==> src/rtl/aud_irq_pkg.sv <==
package aud_irq_pkg;
    localparam int STAT_W   = 3;
    localparam int VIEW_W   = 7;
    localparam int BIT_REQ  = 0;
    localparam int BIT_DONE = 1;
    localparam int BIT_URUN = 2;

    localparam logic [1:0] A_RAW  = 2'd0;
    localparam logic [1:0] A_MASK = 2'd1;
    localparam logic [1:0] A_CLR  = 2'd2;
    localparam logic [1:0] A_PEND = 2'd3;

    typedef enum logic {
        UR_IDLE = 1'b0,
        UR_HELD = 1'b1
    } ur_state_e;
endpackage

==> src/rtl/aud_irq_src.sv <==
module aud_irq_src
    import aud_irq_pkg::*;
(
    input  logic              clk,
    input  logic              rst_n,
    input  logic              half_i,
    input  logic              empty_i,
    input  logic              busy_i,
    input  logic              urun_i,
    input  logic              clr_urun_i,
    output logic [STAT_W-1:0] raw_o
);
    ur_state_e state_q, state_d;
    logic      req_q, done_q;

    // state register
    always_ff @(posedge clk) begin
        if (!rst_n) state_q <= UR_IDLE;
        else        state_q <= state_d;
    end

    // next state: a fresh underrun outranks a clear
    always_comb begin
        state_d = state_q;
        unique case (state_q)
            UR_IDLE: if (urun_i) state_d = UR_HELD;
            UR_HELD: if (clr_urun_i && !urun_i) state_d = UR_IDLE;
        endcase
    end

    // level sources sampled every edge
    always_ff @(posedge clk) begin
        if (!rst_n) begin
            req_q  <= 1'b0;
            done_q <= 1'b0;
        end else begin
            req_q  <= half_i;
            done_q <= empty_i & ~busy_i;
        end
    end

    always_comb begin
        raw_o           = '0;
        raw_o[BIT_REQ]  = req_q;
        raw_o[BIT_DONE] = done_q;
        raw_o[BIT_URUN] = (state_q == UR_HELD);
    end
endmodule

==> src/rtl/aud_irq_regs.sv <==
module aud_irq_regs
    import aud_irq_pkg::*;
#(
    parameter int ADDR_W = 2,
    parameter int DATA_W = 8
) (
    input  logic              clk,
    input  logic              rst_n,
    input  logic              wr_i,
    input  logic [ADDR_W-1:0] waddr_i,
    input  logic [DATA_W-1:0] wdata_i,
    input  logic [ADDR_W-1:0] raddr_i,
    input  logic [STAT_W-1:0] raw_i,
    output logic [STAT_W-1:0] mask_o,
    output logic              clr_urun_o,
    output logic [DATA_W-1:0] rdata_o,
    output logic              irq_o
);
    localparam int PAD_W = DATA_W - STAT_W;

    logic [STAT_W-1:0] mask_q;
    logic [STAT_W-1:0] pend;
    logic [DATA_W-1:0] raw_ext, view_keep;
    logic              unused_wdata_hi;

    assign unused_wdata_hi = ^wdata_i[DATA_W-1:STAT_W];

    always_ff @(posedge clk) begin
        if (!rst_n) mask_q <= '0;
        else if (wr_i && waddr_i == ADDR_W'(A_MASK)) mask_q <= wdata_i[STAT_W-1:0];
    end

    assign clr_urun_o = wr_i && (waddr_i == ADDR_W'(A_CLR)) && wdata_i[BIT_URUN];

    for (genvar g = 0; g < STAT_W; g++) begin : g_pend
        assign pend[g] = raw_i[g] & mask_q[g];
    end

    for (genvar g = 0; g < DATA_W; g++) begin : g_view
        assign view_keep[g] = (g < VIEW_W);
    end

    assign raw_ext = {{PAD_W{1'b0}}, raw_i};

    always_comb begin
        unique case (raddr_i)
            ADDR_W'(A_RAW):  rdata_o = raw_ext & view_keep;
            ADDR_W'(A_MASK): rdata_o = {{PAD_W{1'b0}}, mask_q};
            ADDR_W'(A_PEND): rdata_o = {{PAD_W{1'b0}}, pend};
            default:         rdata_o = '0;
        endcase
    end

    assign mask_o = mask_q;
    assign irq_o  = |pend;
endmodule

==> src/rtl/aud_irq_gen.sv <==
module aud_irq_gen
    import aud_irq_pkg::*;
#(
    parameter int ADDR_W = 2,
    parameter int DATA_W = 8
) (
    input  logic              clk,
    input  logic              rst_n,
    input  logic              tx_half_i,
    input  logic              tx_empty_i,
    input  logic              tx_busy_i,
    input  logic              tx_urun_i,
    input  logic              reg_wr_i,
    input  logic [ADDR_W-1:0] reg_waddr_i,
    input  logic [DATA_W-1:0] reg_wdata_i,
    input  logic [ADDR_W-1:0] reg_raddr_i,
    output logic [DATA_W-1:0] reg_rdata_o,
    output logic [STAT_W-1:0] raw_stat_o,
    output logic              irq_o
);
    logic [STAT_W-1:0] raw_q;
    logic [STAT_W-1:0] mask_q;
    logic              clr_urun;

    aud_irq_src u_src (
        .clk        (clk),
        .rst_n      (rst_n),
        .half_i     (tx_half_i),
        .empty_i    (tx_empty_i),
        .busy_i     (tx_busy_i),
        .urun_i     (tx_urun_i),
        .clr_urun_i (clr_urun),
        .raw_o      (raw_q)
    );

    aud_irq_regs #(.ADDR_W(ADDR_W), .DATA_W(DATA_W)) u_regs (
        .clk        (clk),
        .rst_n      (rst_n),
        .wr_i       (reg_wr_i),
        .waddr_i    (reg_waddr_i),
        .wdata_i    (reg_wdata_i),
        .raddr_i    (reg_raddr_i),
        .raw_i      (raw_q),
        .mask_o     (mask_q),
        .clr_urun_o (clr_urun),
        .rdata_o    (reg_rdata_o),
        .irq_o      (irq_o)
    );

    assign raw_stat_o = raw_q;
endmodule

==> config.mk <==
export PLATFORM = sky130hd
export DESIGN_NAME = aud_irq_gen
export DESIGN_NICKNAME = d
export VERILOG_FILES = /design/src/rtl/aud_irq_pkg.sv /design/src/rtl/aud_irq_src.sv /design/src/rtl/aud_irq_regs.sv /design/src/rtl/aud_irq_gen.sv
export SDC_FILE = /design/constraint.sdc
export NUM_CORES = 1
export LEC_CHECK = 0
export ABC_CLOCK_PERIOD_IN_PS = 2100
export BUFFER_PORTS_ARGS = -buffer_cell sky130_fd_sc_hd__buf_2
export CAP_MARGIN = 20
export CORE_AREA = 2 2 39 41
export DETAILED_ROUTE_END_ITERATION = 6
export DIE_AREA = 0 0 41 43
export PLACE_DENSITY = 0.71
export SLEW_MARGIN = 40
export SYNTH_ARGS = -nofsm -noshare
export SYNTH_HDL_FRONTEND = slang
export SYNTH_SLANG_ARGS = --single-unit
==> constraint.sdc <==
create_clock -name clk -period 2.1 [get_ports clk]
set_clock_uncertainty 0.1 [all_clocks]
set_input_delay 0.21 -clock clk [delete_from_list [all_inputs] [get_ports clk]]
set_output_delay 0.21 -clock clk [all_outputs]
set_load 0.01 [all_outputs]
==> run metrics <==
Switching Fraction=24.3%; max-cap violations=0; clock power share=between 30% and 40%; Post-synth ARST share=0%; VDD IR max=0.162 mV; Synth cell types=16; vias per inst=approximately 4.5; CP max FO=5; area grow syn2layout=22.2%; multiplexer area fraction after synthesis=between 8 and 9%; Net Sw Power=roughly 66 uW; Final WS setup=roughly 0.68 ns; core region area=1380 um^2; Cells after DPL=between 70 and 80; Cells after Synth=42; synthesized area per cell=~8.7 um^2; simple-gate share of the synthesized area=between 20% and 30%; Synth warnings=0; XOR/XNOR share of the synthesized area=0%; max-slew violations=0; worst r2r path cells=2; top cells by count, synth=buf_4 (8), nand2_1 (8), dfxtp_1 (6); first-pass GRT wire length=1080 um; Die Ht=43 um; crit end category=output pin; largest net degree at the start of global routing=11; Synth Flop Type=dfxtp_1; Achievable Freq=705 MHz; power per cell area=610 nW/um^2; CP cell instances=nand2b_1 > a32o_1 > buf_2; synth top area cells=dfxtp_1 (33%), buf_4 (16%), a32o_1 (8.2%); root buffer cell=clkbuf_4; detailed-route DRC error count=0; min Tclk post-route=1.42 ns; clock slew at reported path FFs=approximately 0.040 ns; hold endpoint=u_src.state_q$_SDFF_PN0_; Largest stage delay, worst path=around 0.33 ns; Final Power=around 270 uW; EDFF count, synth=0; R2R Setup Slk=1.36 ns; worst hold start=tx_urun_i; n_diodes=0; CP delay by family, top=flip-flops; largest family of logic cells by synthesized area=simple AND/OR/NAND/NOR gates; Total GRT Usage=under 10%; Setup WS pre-CTS=around 0.94 ns; setup repair bufs after CTS=0; CTS resizes=0; WS Path Type=flop to output pin; status=finished clean; Leak Pwr=between 0.2 and 0.25 nW; IO Count=31; Int Pwr=about 210 uW; Layout fillers=151; Clock Sinks=6; combinational fraction of design power=~17%; WL final=approximately 680 um; Worst-Skew Late Latency=0.24 ns; slowest CP cell=dfxtp_1; sequential fraction of the synthesis area=between 30% and 40%; Worst Setup Start Kind=flop; dpl cell area=425 um^2; port bufs=20; critical path buffer and inverter count=1; gpl congestion=between 0.6 and 0.7; RSZ-0062 raised after global routing=false; Final ANT Viol Nets=0; DR vias=338; Worst Hold Path Cells=3; layout cells sized above 1=40.7%; setup TNS=0 ns; post-synthesis adder-cell area fraction=0%; chip width=between 40 and 50 um; TritonCTS clock tree=done; post-synth top area share=32.8%; grt total ovfl=0; area leader, netlist=dfxtp_1; nets=80; cts hold-fix bufs=0; Synth Area in Compound Gates=between 10% and 20%; DR WL/cell=around 9.0 um; Final Hold Slack=0.0681 ns; 1st-iter DRT viols=6; die area=approximately 1800 um^2; TritonRoute pass-1 iters=4; Starting Density=between 20% and 30%; Synth Cell Area=367 um^2; Setup-failing EPs final=0; CTS buffer count=3; Reg power frac=roughly 46%; vias in the first global route=approximately 280; Site Rows=14; fin cells=75; FF-to-FF End=u_src.state_q$_SDFF_PN0_; Final Util=between 30% and 40%; maximum root-to-sink buffer count=2; final period utilization=67.6%; final hold violation count=0; worst path arrival time=approximately 1.1 ns; Post-Layout Inst Area=approximately 450 um^2; Yosys reg bits=6; worst min-delay path class=primary input to flop; Crit Reg-Reg Startpoint=u_src.state_q$_SDFF_PN0_; initial antenna violation count=0; Worst EP required=around 1.8 ns; htree depth=1
[cell usage in the layout, fill, tap and decap left out]
cell type  count
buf_2         20
nand2_1        8
dfxtp_1        6
conb_1         5
nand2b_1       3
a32o_1         3
mux2i_1        3
clkbuf_4       3
and3b_1        2
nor2_1         1
a222oi_1       1
inv_1          1
and4b_2        1
o21ai_0        1
and2_1         1
[how the worst max path moves through the flow]
stage                                 to  slack (ns)  cells past startpoint                     start
final                     reg_rdata_o[2]        0.68                      3  u_src.state_q$_SDFF_PN0_
after global routing               irq_o        0.59                      3   u_src.done_q$_SDFF_PN0_
after CTS                 reg_rdata_o[2]        0.67                      3  u_src.state_q$_SDFF_PN0_
after detailed placement           irq_o        0.94                      3   u_src.done_q$_SDFF_PN0_
after global placement    reg_rdata_o[2]        0.94                      3  u_src.state_q$_SDFF_PN0_
after floorplan           reg_rdata_o[2]        1.06                      2  u_src.state_q$_SDFF_PN0_
[power groups by stage]
stage / Combinational [mW] / Clock, mW / Sequential, mW
3_3_place_gp: 0.0444 / 0 / 0.127
3_5_place_dp: 0.0452 / 0 / 0.127
2_1_floorplan: 0.0379 / 0 / 0.126
4_1_cts: 0.0455 / 0.107 / 0.125
5_1_grt: 0.0516 / 0.115 / 0.126
6_report: 0.0452 / 0.103 / 0.125
[sequential cells by signal, summed over array words and instances, names as in the netlist]
signal,cells
u_src.req_q,1
u_src.done_q,1
u_src.state_q,1
u_regs.mask_o,3
[cell type report]
class                   instances  area [um^2]  share of cell area [%]
multi-input cells              29          181                    40.5
inverters                       1         3.75                   0.838
repair buffers                 20          100                    22.3
flip-flops and latches          6          120                    26.8
well taps                      16         20.0                    4.47
clock buffers                   3         22.5                    5.03
[worst min-delay path, stage by stage]
cell,delay (ns)
buf_2,0.07
nand2_1,0.03
o21ai_0,0.06
[layer usage]
layer	vias up	share of wire [%]	routed length [um]	GRT usage [%]
met4	0	6.2	42	10.0
met3	5	10	69	3.14
met1	146	37	251	10.7
li1	167	-	-	-
met5	-	0	0	0
met2	20	46	315	12.5
[kinds of logic (layout without fill, tap and decap cells)]
family          Yosys count  after routing
buf+inv                  11             24
simple gates             16             16
compound gates            5              5
other cells               1              5
flops                     6              6
mux                       3              3
No activity file was read; power rests on OpenSTA's default activity.
